===== config.mk =====
export PLATFORM = sky130hd
export DESIGN_NAME = cluster_boot_arbiter
export DESIGN_NICKNAME = d
export VERILOG_FILES = /design/src/rtl/cba_pkg.sv /design/src/rtl/cba_count_table.sv /design/src/rtl/cba_us_timer.sv /design/src/rtl/cba_cluster_regs.sv /design/src/rtl/cluster_boot_arbiter.sv
export SDC_FILE = /design/constraint.sdc
export NUM_CORES = 1
export LEC_CHECK = 0
export BUFFER_PORTS_ARGS = -buffer_cell sky130_fd_sc_hd__buf_2
export CAP_MARGIN = 20
export CORE_MARGIN = 2
export CORE_UTILIZATION = 40
export CTS_CLUSTER_DIAMETER = 60
export CTS_CLUSTER_SIZE = 16
export DETAILED_ROUTE_END_ITERATION = 10
export GPL_TIMING_DRIVEN = 1
export PLACE_DENSITY = 0.72
export SLEW_MARGIN = 25
export SYNTH_ARGS = -nofsm -noshare
export SYNTH_HDL_FRONTEND = slang
export SYNTH_HIERARCHICAL = 1
export SYNTH_SLANG_ARGS = --single-unit

===== constraint.sdc =====
create_clock -name clk -period 4.9 [get_ports clk]
set_clock_uncertainty 0.15 [all_clocks]
set_input_delay 0.98 -clock clk [delete_from_list [all_inputs] [get_ports clk]]
set_output_delay 0.98 -clock clk [all_outputs]
set_load 0.01 [all_outputs]

===== src/rtl/cba_pkg.sv =====
package cba_pkg;

    localparam int CTL_W = 8;
    localparam int RST_W = 32;

    localparam int BIT_SNOOP   = 0;
    localparam int BIT_GATE_CL = 4;
    localparam int BIT_L2_RST  = 8;
    localparam int BIT_BUS_RST = 12;
    localparam int BIT_DBG0    = 16;
    localparam int BIT_TRC0    = 20;
    localparam int BIT_DSOC    = 24;
    localparam int BIT_RDIS_LT = 4;

    localparam logic [RST_W-1:0] RST_INIT  = 32'h01FF_11FF;
    localparam logic [CTL_W-1:0] CTL0_INIT = 8'h1F;
    localparam logic [CTL_W-1:0] GATE_INIT = 8'h1F;

    typedef enum logic [2:0] {
        STEP_NONE,
        STEP_SNOOP_ON,
        STEP_POR_ALL,
        STEP_RST_ASSERT,
        STEP_RDIS_LOW,
        STEP_GATE_OPEN,
        STEP_RST_RELEASE,
        STEP_SNOOP_OFF
    } step_e;

    typedef enum logic [3:0] {
        S_IDLE, S_SNOOP_ON, S_POR, S_RST, S_RDIS, S_GATE,
        S_WAIT, S_REL, S_SNOOP_OFF, S_CORE, S_CWAIT, S_FIN
    } fsm_e;

    function automatic logic [RST_W-1:0] rst_assert_mask(input logic little, input int cores);
        logic [RST_W-1:0] m;
        m = '0;
        m[BIT_DSOC]    = 1'b1;
        m[BIT_BUS_RST] = 1'b1;
        m[BIT_L2_RST]  = 1'b1;
        for (int i = 0; i < cores; i++) begin
            m[BIT_DBG0 + i] = 1'b1;
            if (little) m[BIT_TRC0 + i] = 1'b1;
        end
        return m;
    endfunction

    function automatic logic [RST_W-1:0] rst_release_mask();
        logic [RST_W-1:0] m;
        m = '0;
        m[BIT_DSOC]    = 1'b1;
        m[BIT_BUS_RST] = 1'b1;
        m[BIT_L2_RST]  = 1'b1;
        return m;
    endfunction

    function automatic logic [CTL_W-1:0] rdis_mask(input logic little, input int cores);
        logic [CTL_W-1:0] m;
        m = '0;
        if (little) begin
            for (int i = 0; i < cores; i++) m[i] = 1'b1;
            m[BIT_RDIS_LT] = 1'b1;
        end else begin
            m[0] = 1'b1;
        end
        return m;
    endfunction

endpackage


===== src/rtl/cba_count_table.sv =====
module cba_count_table #(
    parameter int N_CLUSTERS        = 2,
    parameter int CORES_PER_CLUSTER = 4,
    parameter int CNT_W             = 4,
    parameter int CL_W              = 1,
    parameter int CO_W              = 2
) (
    input  logic            clk,
    input  logic            rst,
    input  logic [CL_W-1:0] boot_cl,
    input  logic [CO_W-1:0] boot_co,
    input  logic [CL_W-1:0] rd_cl,
    input  logic [CO_W-1:0] rd_co,
    input  logic            inc_en,
    input  logic [CL_W-1:0] inc_cl,
    input  logic [CO_W-1:0] inc_co,
    output logic            core_online,
    output logic            cluster_empty
);
    logic [CNT_W-1:0] cnt_q [N_CLUSTERS][CORES_PER_CLUSTER];

    always_ff @(posedge clk) begin
        if (rst) begin
            for (int c = 0; c < N_CLUSTERS; c++)
                for (int k = 0; k < CORES_PER_CLUSTER; k++)
                    cnt_q[c][k] <= '0;
            cnt_q[boot_cl][boot_co] <= CNT_W'(1);
        end else if (inc_en && (cnt_q[inc_cl][inc_co] != '1)) begin
            cnt_q[inc_cl][inc_co] <= cnt_q[inc_cl][inc_co] + CNT_W'(1);
        end
    end

    always_comb begin
        cluster_empty = 1'b1;
        for (int k = 0; k < CORES_PER_CLUSTER; k++)
            if (cnt_q[rd_cl][k] != '0) cluster_empty = 1'b0;
        core_online = (cnt_q[rd_cl][rd_co] != '0);
    end

    for (genvar c = 0; c < N_CLUSTERS; c++) begin : g_cl
        for (genvar k = 0; k < CORES_PER_CLUSTER; k++) begin : g_co
            // a count only holds or steps up by one
            a_r9_count_steps: assert property (@(posedge clk) disable iff (rst)
                (cnt_q[c][k] == $past(cnt_q[c][k])) ||
                (cnt_q[c][k] == $past(cnt_q[c][k]) + CNT_W'(1)));
        end
    end
endmodule


===== src/rtl/cba_us_timer.sv =====
module cba_us_timer #(
    parameter int WAIT_US = 20
) (
    input  logic clk,
    input  logic rst,
    input  logic run,
    input  logic tick,
    output logic expired
);
    localparam int CW = $clog2(WAIT_US + 1);
    logic [CW-1:0] cnt_q;

    always_ff @(posedge clk) begin
        if (rst || !run) cnt_q <= '0;
        else if (tick)   cnt_q <= cnt_q + CW'(1);
    end

    assign expired = run && tick && (cnt_q == CW'(WAIT_US - 1));

    // the settle counter never passes the wait length
    a_r8_wait_bounded: assert property (@(posedge clk) disable iff (rst)
        run |-> (cnt_q < CW'(WAIT_US)));
endmodule


===== src/rtl/cba_cluster_regs.sv =====
module cba_cluster_regs import cba_pkg::*; #(
    parameter int CORES_PER_CLUSTER = 4
) (
    input  logic                         clk,
    input  logic                         rst,
    input  step_e                        step,
    input  logic                         little,
    output logic [CTL_W-1:0]             ctrl0,
    output logic [CTL_W-1:0]             ctrl1,
    output logic [RST_W-1:0]             rstc,
    output logic [CORES_PER_CLUSTER-1:0] por,
    output logic [CTL_W-1:0]             gate
);
    always_ff @(posedge clk) begin
        if (rst) begin
            ctrl0 <= CTL0_INIT;
            ctrl1 <= '0;
            rstc  <= RST_INIT;
            por   <= '1;
            gate  <= GATE_INIT;
        end else begin
            unique case (step)
                STEP_SNOOP_ON:    ctrl1[BIT_SNOOP] <= 1'b1;
                STEP_POR_ALL:     por <= '0;
                STEP_RST_ASSERT:  rstc <= rstc & ~rst_assert_mask(little, CORES_PER_CLUSTER);
                STEP_RDIS_LOW:    ctrl0 <= ctrl0 & ~rdis_mask(little, CORES_PER_CLUSTER);
                STEP_GATE_OPEN:   gate[BIT_GATE_CL] <= 1'b0;
                STEP_RST_RELEASE: rstc <= rstc | rst_release_mask();
                STEP_SNOOP_OFF:   ctrl1[BIT_SNOOP] <= 1'b0;
                default: ;
            endcase
        end
    end

    // the gate opens only with snoops masked, resets held and core resets low
    a_r8_gate_after_resets: assert property (@(posedge clk) disable iff (rst)
        $fell(gate[BIT_GATE_CL]) |-> (ctrl1[BIT_SNOOP] && !rstc[BIT_L2_RST] &&
                                     (por == '0) && !ctrl0[0]));
    // snoop-inactive drops only after the resets are released
    a_r5_snoop_off_last: assert property (@(posedge clk) disable iff (rst)
        $fell(ctrl1[BIT_SNOOP]) |-> (rstc[BIT_DSOC] && rstc[BIT_BUS_RST] &&
                                    rstc[BIT_L2_RST] && !gate[BIT_GATE_CL]));
endmodule


===== src/rtl/cluster_boot_arbiter.sv =====
module cluster_boot_arbiter import cba_pkg::*; #(
    parameter  int N_CLUSTERS        = 2,
    parameter  int CORES_PER_CLUSTER = 4,
    parameter  int CNT_W             = 4,
    parameter  int GATE_WAIT_US      = 20,
    localparam int CL_W  = (N_CLUSTERS > 1) ? $clog2(N_CLUSTERS) : 1,
    localparam int CO_W  = (CORES_PER_CLUSTER > 1) ? $clog2(CORES_PER_CLUSTER) : 1,
    localparam int CL_IW = CL_W + 1,
    localparam int CO_IW = CO_W + 1
) (
    input  logic                                    clk,
    input  logic                                    rst,
    input  logic [CL_W-1:0]                         boot_cluster_i,
    input  logic [CO_W-1:0]                         boot_core_i,
    input  logic [N_CLUSTERS-1:0]                   cluster_little_i,
    input  logic                                    us_tick_i,
    input  logic                                    req_valid_i,
    output logic                                    req_ready_o,
    input  logic [CL_IW-1:0]                        req_cluster_i,
    input  logic [CO_IW-1:0]                        req_core_i,
    output logic                                    done_o,
    output logic                                    err_o,
    output logic                                    first_comer_o,
    output logic                                    core_start_o,
    output logic [CL_W-1:0]                         core_start_cluster_o,
    output logic [CO_W-1:0]                         core_start_core_o,
    input  logic                                    core_seq_done_i,
    output logic [N_CLUSTERS*CTL_W-1:0]             ctrl0_o,
    output logic [N_CLUSTERS*CTL_W-1:0]             ctrl1_o,
    output logic [N_CLUSTERS*RST_W-1:0]             rst_ctrl_o,
    output logic [N_CLUSTERS*CORES_PER_CLUSTER-1:0] por_rst_o,
    output logic [N_CLUSTERS*CTL_W-1:0]             pwr_gate_o
);
    typedef struct packed {
        logic [CL_W-1:0] cl;
        logic [CO_W-1:0] co;
        logic            err;
    } req_t;

    fsm_e  state_q, state_d;
    req_t  req_q;
    logic  first_q;
    step_e step;
    logic  idx_ok, online, empty, wait_done;
    logic [CTL_W-1:0] ctrl1_a [N_CLUSTERS];
    logic [CTL_W-1:0] gate_a  [N_CLUSTERS];

    assign idx_ok = (req_cluster_i < CL_IW'(N_CLUSTERS)) &&
                    (req_core_i < CO_IW'(CORES_PER_CLUSTER));

    cba_count_table #(
        .N_CLUSTERS(N_CLUSTERS), .CORES_PER_CLUSTER(CORES_PER_CLUSTER),
        .CNT_W(CNT_W), .CL_W(CL_W), .CO_W(CO_W)
    ) u_table (
        .clk(clk), .rst(rst),
        .boot_cl(boot_cluster_i), .boot_co(boot_core_i),
        .rd_cl(req_cluster_i[CL_W-1:0]), .rd_co(req_core_i[CO_W-1:0]),
        .inc_en((state_q == S_FIN) && !req_q.err),
        .inc_cl(req_q.cl), .inc_co(req_q.co),
        .core_online(online), .cluster_empty(empty)
    );

    cba_us_timer #(.WAIT_US(GATE_WAIT_US)) u_timer (
        .clk(clk), .rst(rst), .run(state_q == S_WAIT),
        .tick(us_tick_i), .expired(wait_done)
    );

    always_comb begin
        state_d = state_q;
        unique case (state_q)
            S_IDLE: if (req_valid_i) begin
                if (!idx_ok || online) state_d = S_FIN;
                else if (empty)        state_d = S_SNOOP_ON;
                else                   state_d = S_CORE;
            end
            S_SNOOP_ON:  state_d = S_POR;
            S_POR:       state_d = S_RST;
            S_RST:       state_d = S_RDIS;
            S_RDIS:      state_d = S_GATE;
            S_GATE:      state_d = S_WAIT;
            S_WAIT:      if (wait_done) state_d = S_REL;
            S_REL:       state_d = S_SNOOP_OFF;
            S_SNOOP_OFF: state_d = S_CORE;
            S_CORE:      state_d = S_CWAIT;
            S_CWAIT:     if (core_seq_done_i) state_d = S_FIN;
            S_FIN:       state_d = S_IDLE;
            default:     state_d = S_IDLE;
        endcase
    end

    always_comb begin
        unique case (state_q)
            S_SNOOP_ON:  step = STEP_SNOOP_ON;
            S_POR:       step = STEP_POR_ALL;
            S_RST:       step = STEP_RST_ASSERT;
            S_RDIS:      step = STEP_RDIS_LOW;
            S_GATE:      step = STEP_GATE_OPEN;
            S_REL:       step = STEP_RST_RELEASE;
            S_SNOOP_OFF: step = STEP_SNOOP_OFF;
            default:     step = STEP_NONE;
        endcase
    end

    always_ff @(posedge clk) begin
        if (rst) begin
            state_q <= S_IDLE;
            req_q   <= '0;
            first_q <= 1'b0;
        end else begin
            state_q <= state_d;
            if (state_q == S_IDLE && req_valid_i) begin
                req_q.cl  <= req_cluster_i[CL_W-1:0];
                req_q.co  <= req_core_i[CO_W-1:0];
                req_q.err <= !idx_ok;
                if (idx_ok && !online) first_q <= empty;
            end
        end
    end

    for (genvar c = 0; c < N_CLUSTERS; c++) begin : g_cl
        cba_cluster_regs #(.CORES_PER_CLUSTER(CORES_PER_CLUSTER)) u_regs (
            .clk(clk), .rst(rst),
            .step((req_q.cl == CL_W'(c)) ? step : STEP_NONE),
            .little(cluster_little_i[c]),
            .ctrl0(ctrl0_o[c*CTL_W +: CTL_W]),
            .ctrl1(ctrl1_a[c]),
            .rstc(rst_ctrl_o[c*RST_W +: RST_W]),
            .por(por_rst_o[c*CORES_PER_CLUSTER +: CORES_PER_CLUSTER]),
            .gate(gate_a[c])
        );
        assign ctrl1_o[c*CTL_W +: CTL_W]    = ctrl1_a[c];
        assign pwr_gate_o[c*CTL_W +: CTL_W] = gate_a[c];
    end

    assign req_ready_o          = (state_q == S_IDLE);
    assign done_o               = (state_q == S_FIN);
    assign err_o                = done_o && req_q.err;
    assign first_comer_o        = first_q;
    assign core_start_o         = (state_q == S_CORE);
    assign core_start_cluster_o = req_q.cl;
    assign core_start_core_o    = req_q.co;

    // an accepted request drops ready on the next cycle
    a_r10_busy_after_accept: assert property (@(posedge clk) disable iff (rst)
        (req_valid_i && req_ready_o) |=> !req_ready_o);
    // the core start lasts a single cycle
    a_r4_start_single: assert property (@(posedge clk) disable iff (rst)
        core_start_o |=> !core_start_o);
    // a first comer is handed over only once its cluster is powered and coherent
    a_r3_first_powered: assert property (@(posedge clk) disable iff (rst)
        (core_start_o && first_comer_o) |->
            (!gate_a[req_q.cl][BIT_GATE_CL] && !ctrl1_a[req_q.cl][BIT_SNOOP]));
endmodule


# Word-level counts from Yosys, hierarchy flattened
# Memories as Yosys holds them, arrays and structs flattened. A register that Yosys moved wholly into a read port is not among the register bits.
# Cells that the tools add are included.
[totals]
ff_bits = 106
ram_bits = 32
input_bits = 15
output_inout_bits = 128
wordCells = 156
memories = 1
[mem_list]
columns = ["name", "words", "width", "rd", "rd_clocked_by_memory_dff", "write_ports", "line", "rtl"]
rows = [
  ["u_table.cnt_q", 2, 16, 2, 1, 3, "cba_count_table.sv:20", "logic [CNT_W-1:0] cnt_q [N_CLUSTERS][CORES_PER_CLUSTER];"],
]
[op_classes]
n_addsub = 2
magnitude_cmp = 7
eq_ne = 30
n_mux = 54
n_bitwise = 13
n_reduce_logical = 31
[op_table]
columns = ["cell", "n"]
rows = [
  ["$pmux W32 S2", 2],
  ["$mux W4", 17],
  ["$and A32 B32 Y32", 2],
  ["$mux W16", 4],
  ["$not A25 Y32", 2],
  ["$pmux W4 S11", 1],
  ["$eq A3 B3 Y1 const B", 8],
  ["$mux W1", 21],
  ["$pmux W3 S7", 1],
  ["$reduce_bool A4 Y1", 5],
  ["$and A8 B8 Y8", 2],
  ["$bmux W4 S2", 2],
  ["$demux W4 S2", 2],
  ["$eq A4 B3 Y1 const B", 4],
  ["$eq A4 B4 Y1 const B", 4],
  ["$not A5 Y8", 2],
  ["$reduce_or A16 Y1", 1],
  ["$eq A3 B2 Y1 const B", 4],
  ["$logic_and A1 B1 Y1", 10],
  ["$ge A3 B3 Y1 const B", 3],
  ["$not A2 Y3", 3],
  ["$eq A4 B2 Y1 const B", 2],
  ["$reduce_bool A2 Y1", 4],
  ["$eq A3 B1 Y1 const B", 2],
  ["17 further kinds", 29],
]

# Depth between registers and ports, before layout
# Gate-level depths: netlist of run 1.
[depth]
ltp_word = 11
mapped_depth = 10
ltp_nobuf = 9

# Hierarchy
# Netlist of run 1, hierarchy kept.
[modules_own_cells]
columns = ["mod", "n_inst", "cells_each", "area_each_um2"]
rows = [
  ["cba_count_table", 1, 205, 1926.8],
  ["cba_cluster_regs", 2, 92, 832.0],
  ["cluster_boot_arbiter", 1, 84, 619.3],
  ["cba_us_timer", 1, 26, 252.7],
]

# Worst setup path after synthesis of run 1
# Ideal clock, no wire load.
[synth_timing]
path_kind = "register to register"
from = "register req_q, in the netlist core_start_cluster_o"
to = "memory u_table/cnt_q[1][6] in the netlist's numbering"
t_arrival_ps = 2417
t_required_ps = 4627
path_slack_ps = 2209
path_stages_with_launch = 10
n_path_buf = 2
period_less_slack_ps = 2691
cell_sequence = "dfxtp_1 > buf_6 > mux4_2 > mux2i_4 > inv_4 > ha_1 > nand4_1 > buf_2 > a21oi_1 > mux2_1"
[synth_lines]
columns = ["item", "line", "rtl"]
rows = [
  ["start: declaration", "cluster_boot_arbiter.sv:41", "req_t req_q;"],
  ["end: declaration", "cba_count_table.sv:20", ""],
]

==> metrics.yaml, run 1 <==
status: "complete, no violations"
drt_iter0_markers: 264
power_leakage_nw: 1.88
dp_hpwl_mm: 7.00
antenna_found_initial: 0
fp.dieW_um: 110
pwr-share-comb: 0.302
drt-total-wl_mm: 9.48
dieArea_um2: 12000
worst-path-stages: 8
synth-seq-cells: 74
slew_headroom: 0.360
cts_setup_buffers: 0
die_h_um: 110
post-route-drc-count: 0
core-area_um2: 10800
cts_buffers: 9
startpoint_type: "flop"
start_util: 0.412
crit_required_ns: 4.99
track_usage: 0.159
async_flop_share: 0
post_cts_resized: 0
syn_area_per_cell_um2: 8.94
num_vias: 3553
rsz0062_at_grt: "no"
drv_cap: 0
met2_usage: 0.262
cts_root_buf: "clkbuf_8"
min-delay-start: "g_cl[0].u_regs/rstc[23]"
hold_viol_final: 0
rrSetupSlack_ns: 1.35
grt_max_degree: 43
clk_latency_ns: 0.35
end_kind: "flop"
grt_use_met3: 0.0421
multi_input_area_um2: 2400
clock-sinks: 74
path_clk_slew_ns: 0.08
path_delay_family: "multiplexers"
synth_ff_type: "dfxtp_1"
setup_violations: 0
r2r-start: "core_start_cluster_o"
post-route-min-period_ns: 3.55
finalCritPeriodShare: 0.725
synth_edf_count: 0
setup_tns_ns: 0
r2r_end: "u_table/cnt_q[1][2]"
grt_pass1_vias: 3176
crit_path_max_fanout: 27
holdPathEnd: "g_cl[0].u_regs/rstc[23]"
seq_power_share: 0.411
pin_count: 143
h-tree-depth: 3
firstDrtPassIters: 6
synthDistinctLibCells: 65
cts_buffer_depth: 2
nets: 553
whs_ns: 0.299
synth_area_um2: 4460
ctsHoldBuffers: 0
cp.arrival_ns: 3.64
avgViaCountPerCell: 5.22
pwr-share-clk: 0.286
power.density_nw_per_um2: 398
drive_gt1_frac: 0.213
yosys_warnings: 6
p_total_mw: 1.86
holdPathStages: 1
p_sw_uw: 678
gr-usage-met1: 0.200
ir_drop_uv: 167
tightest_slew_ns: 0.958
syn_inst: 499
switching_share: 0.365
grt-ovfl-total: 0
num_rows: 38
crit_path_top_delay_cell: "dfxtp_1"
routabilityCongestion: 0.940
ant_nets: 0
fill_cells: 1096
crit_buf_inv: 2
crit_chain: "mux4_2 -> mux2i_4 -> inv_4 -> ha_1 -> nand4_1 -> buf_4 -> a21o_1 -> mux2_2"
p_int_mw: 1.18
reg2reg_depth: 8
antenna_cells: 0
seq_area_frac_synth: 0.332
top_usage_layer: "met2"
drv_slew: 0
syn2layout_area_growth_pct: 4.68
wire_per_inst_um: 13.9
seqCellArea_um2: 1480
cp_slowest_stage_delay_ns: 0.96
hp-class: "flop to flop"
critPathKind: "flop to flop"
cts_tree: "done"
fmax_mhz: 281
grt_pass1_wl_mm: 15.0
io_buffers: 66
[cell type report]
class                      count  area share
sequential                    74       0.317
timing repair buffer          69      0.0755
tap                          140      0.0375
inverter                       8     0.00696
clock buffer                   9      0.0265
multi-input combinational    374       0.514
clock inverter                 7      0.0220
[sequential cells by signal, indices dropped and copies added (netlist names)]
| name | cells |
|---|---|
| u_table/cnt_q | 32 |
| g_cl.u_regs/rstc | 12 |
| g_cl.u_regs/ctrl0 | 10 |
| u_timer/cnt_q | 5 |
| state_q | 4 |
| core_start_core_o | 2 |
| g_cl.u_regs/ctrl1 | 2 |
| g_cl.u_regs/gate | 2 |
| g_cl.u_regs/por | 2 |
| core_start_cluster_o | 1 |
| first_comer_o | 1 |
| req_q | 1 |
[through the flow]
stage | std cells | util | setup WS (ns) | area (µm²)
floorplan | 571 | - | 2.21 | 4730
global placement | 665 | 0.410 | 1.51 | 4440
detailed placement | 665 | 0.410 | 1.37 | 4440
CTS | 681 | 0.431 | 1.39 | 4670
global route | 681 | 0.431 | 1.14 | 4670
finish | 681 | 0.431 | 1.35 | 4670
[synth_stat cells (all sizes together) (10+ instances only)]
cell type | count | share of area
a21oi | 20 | 0.022
mux2i | 20 | 0.048
buf | 107 | 0.18
nand2 | 24 | 0.021
nor3 | 10 | 0.012
o21ai | 24 | 0.027
a21o | 21 | 0.035
nand3 | 16 | 0.021
nor2 | 20 | 0.017
nor2b | 20 | 0.028
nand2b | 23 | 0.032
dfxtp | 74 | 0.33
[power groups by stage]
| stage | Sequential (mW) | Combinational, mW | Clock, mW |
|---|---|---|---|
| 5_1_grt | 0.782 | 0.626 | 0.580 |
| 6_report | 0.765 | 0.562 | 0.532 |
| 3_5_place_dp | 0.779 | 0.556 | 0 |
| 2_1_floorplan | 0.743 | 0.526 | 0 |
| 4_1_cts | 0.765 | 0.559 | 0.553 |
| 3_3_place_gp | 0.775 | 0.551 | 0 |
[placed cells by master, fill, tap and decap left out, types with 3 or more instances in the layout]
cell,Yosys,routed
a21o_1,21,21
a21oi_1,20,20
a31oi_1,5,5
and2_1,4,4
buf_2,8,66
buf_4,95,3
clkbuf_8,0,9
clkinv_4,0,3
conb_1,4,76
dfxtp_1,74,74
inv_1,7,7
mux2_2,4,4
mux2i_1,19,19
mux4_2,7,7
nand2_1,23,23
nand2b_1,23,23
nand3_1,13,13
nand3_2,3,3
nand3b_1,7,7
nand4_1,6,6
nor2_1,20,20
nor2b_1,20,20
nor3_1,9,8
nor4_1,7,7
o211ai_1,6,6
o21ai_0,23,23
o21bai_1,6,6
o41ai_1,4,4
[worst max-delay path by stage]
stage	startpoint	end	slack (ns)
floorplan	core_start_cluster_o	u_table/cnt_q[1][6]	2.21
global placement	core_start_cluster_o	u_table/cnt_q[1][2]	1.51
detailed placement	core_start_cluster_o	u_table/cnt_q[1][2]	1.37
CTS	core_start_cluster_o	u_table/cnt_q[1][2]	1.39
global route	core_start_cluster_o	u_table/cnt_q[1][2]	1.14
finish	core_start_cluster_o	u_table/cnt_q[1][2]	1.35
[cell families after synthesis]
logic type	after synthesis	share of synthesized area
and+or+nand+nor	154	0.202
buffers and inverters	123	0.191
AOI/OAI and AO/OA	107	0.164
DFF	74	0.332
muxes	32	0.0956
other	4	0.00336
xor gates and xnor gates	3	0.00589
adders and majority gates	2	0.00561
[metal layers]
layer / wire (µm) / vias up
li1: - / 1662
met1: 4030 / 1685
met2: 4480 / 185
met3: 835 / 21
met4: 134 / 0
met5: 0 / -
No activity file was read; power rests on OpenSTA's default activity.
==> inputs of run 2 (changes only) <==
clock period = 3.6 ns   (was 4.9 ns; I/O delays follow)
==> metrics.yaml, run 2 (synthesis results as in run 1) <==
status: "complete, no violations"
largest_reg_flops: 32
cts_buffer_depth: 2
antenna_found_initial: 0
finalCritPeriodShare: 0.841
wire_per_inst_um: 14.2
fill_cells: 1075
drv_cap: 0
track_usage: 0.165
power.density_nw_per_um2: 529
tightest_slew_ns: 0.653
drt-total-wl_mm: 9.73
cts_root_buf: "clkbuf_8"
r2r-start: "core_start_cluster_o"
path_clk_slew_ns: 0.07
setup_violations: 0
io_buffers: 66
critical_path.startpoint: "core_start_cluster_o"
pin_count: 143
fmax_mhz: 330
antenna_cells: 0
rsz0062_at_grt: "no"
slew_headroom: 0.564
grt_max_degree: 63
syn2layout_area_growth_pct: 4.60
min-delay-start: "g_cl[0].u_regs/rstc[20]"
grt_pass1_wl_mm: 15.2
clk_latency_ns: 0.36
post_cts_resized: 0
hold_viol_final: 0
num_rows: 38
setup_tns_ns: 0
cts_tree: "done"
cts_buffers: 9
drt_iter0_markers: 291
ir_drop_uv: 287
firstDrtPassIters: 4
num_vias: 3529
final_cell_mix: "conb_1, dfxtp_1, buf_2"
placedInstanceArea_um2: 4470
drv_slew: 0
largestRegisters: "u_table/cnt_q x32, g_cl.u_regs/rstc x12, g_cl.u_regs/ctrl0 x10"
crit_required_ns: 3.70
crit_path_max_fanout: 9
top_register: "u_table/cnt_q"
ctsHoldBuffers: 0
final_common_cell: "conb_1"
cp.arrival_ns: 3.13
fp.dieW_um: 110
routabilityCongestion: 0.909
cts_setup_buffers: 0
post-route-cell-area_um2: 4670
clock-sinks: 74
hp-class: "flop to flop"
fin_cells: 685
ant_nets: 0
startpoint_type: "flop"
grt_pass1_vias: 3130
grt-ovfl-total: 0
drive_gt1_frac: 0.211
dieArea_um2: 12000
h-tree-depth: 3
placedCellCount: 669
start_util: 0.412
nets: 557
p_total_mw: 2.47
post-route-drc-count: 0
die_h_um: 110
power_leakage_nw: 1.89
core-area_um2: 10800
post-route-min-period_ns: 3.03
dp_hpwl_mm: 7.34
critPathKind: "flop to flop"
end_kind: "flop"
avgViaCountPerCell: 5.15
run 2: cell count changes in the layout (fill, tap and decap cells not counted):
cell / change
buf_4: +4
clkbuf_1: +3
clkinv_4: -3
clkbuf_8: +2
bufinv_16: -1
clkinv_2: +1
clkinvlp_4: -1
inv_6: -1
nor3_1: +1
nor3_2: -1
run 2: worst paths after layout:
| kind | to | slack [ns] | cells after the start |
|---|---|---|---|
| max | u_table/cnt_q[1][2] | 0.57 | 8 |
| max reg2reg | u_table/cnt_q[1][2] | 0.57 | 8 |
| min reg2reg | g_cl[0].u_regs/rstc[20] | 0.30 | 1 |
| min | g_cl[0].u_regs/rstc[20] | 0.30 | 1 |
run 2: area by class of cell:
class,instances,area (µm²),area share
Multi-Input combinational cell,374,2400,0.514
Sequential cell,74,1480,0.317
Timing Repair Buffer,73,383,0.0820
Tap cell,140,175,0.0375
Clock buffer,14,163,0.0348
Clock inverter,2,35.0,0.00750
Inverter,8,32.5,0.00697
run 2: critical path, cell delays in order, from the launching register on:
cell,delay [ns]
dfxtp_1,0.54
mux4_2,0.59
mux2i_4,0.27
inv_4,0.10
ha_1,0.25
nand4_1,0.31
buf_4,0.24
a21o_1,0.14
mux2_2,0.33
run 2: power breakdown:
| part | leakage [nW] | internal, mW | total, mW | switching, mW |
|---|---|---|---|---|
| logic | 1.19 | 0.311 | 0.790 | 0.479 |
| registers | 0.601 | 0.906 | 1.03 | 0.128 |
| clock network | 0.101 | 0.358 | 0.645 | 0.287 |
run 2: metrics by stage:
stage / worst slack, ns / hold slack (ns) / utilization
floorplan: 0.909 / 0.296 / -
global placement: 0.671 / 0.278 / 0.412
detailed placement: 0.580 / 0.284 / 0.412
CTS: 0.556 / 0.301 / 0.431
finish: 0.571 / 0.298 / 0.431
global route: 0.425 / 0.321 / 0.431
run 2: metal layers:
layer	part of all wire	global-route usage	up-vias
met5	0	0	-
met3	0.092	0.0474	43
met2	0.45	0.250	195
met1	0.42	0.208	1612
met4	0.044	0.0976	0
li1	-	-	1679
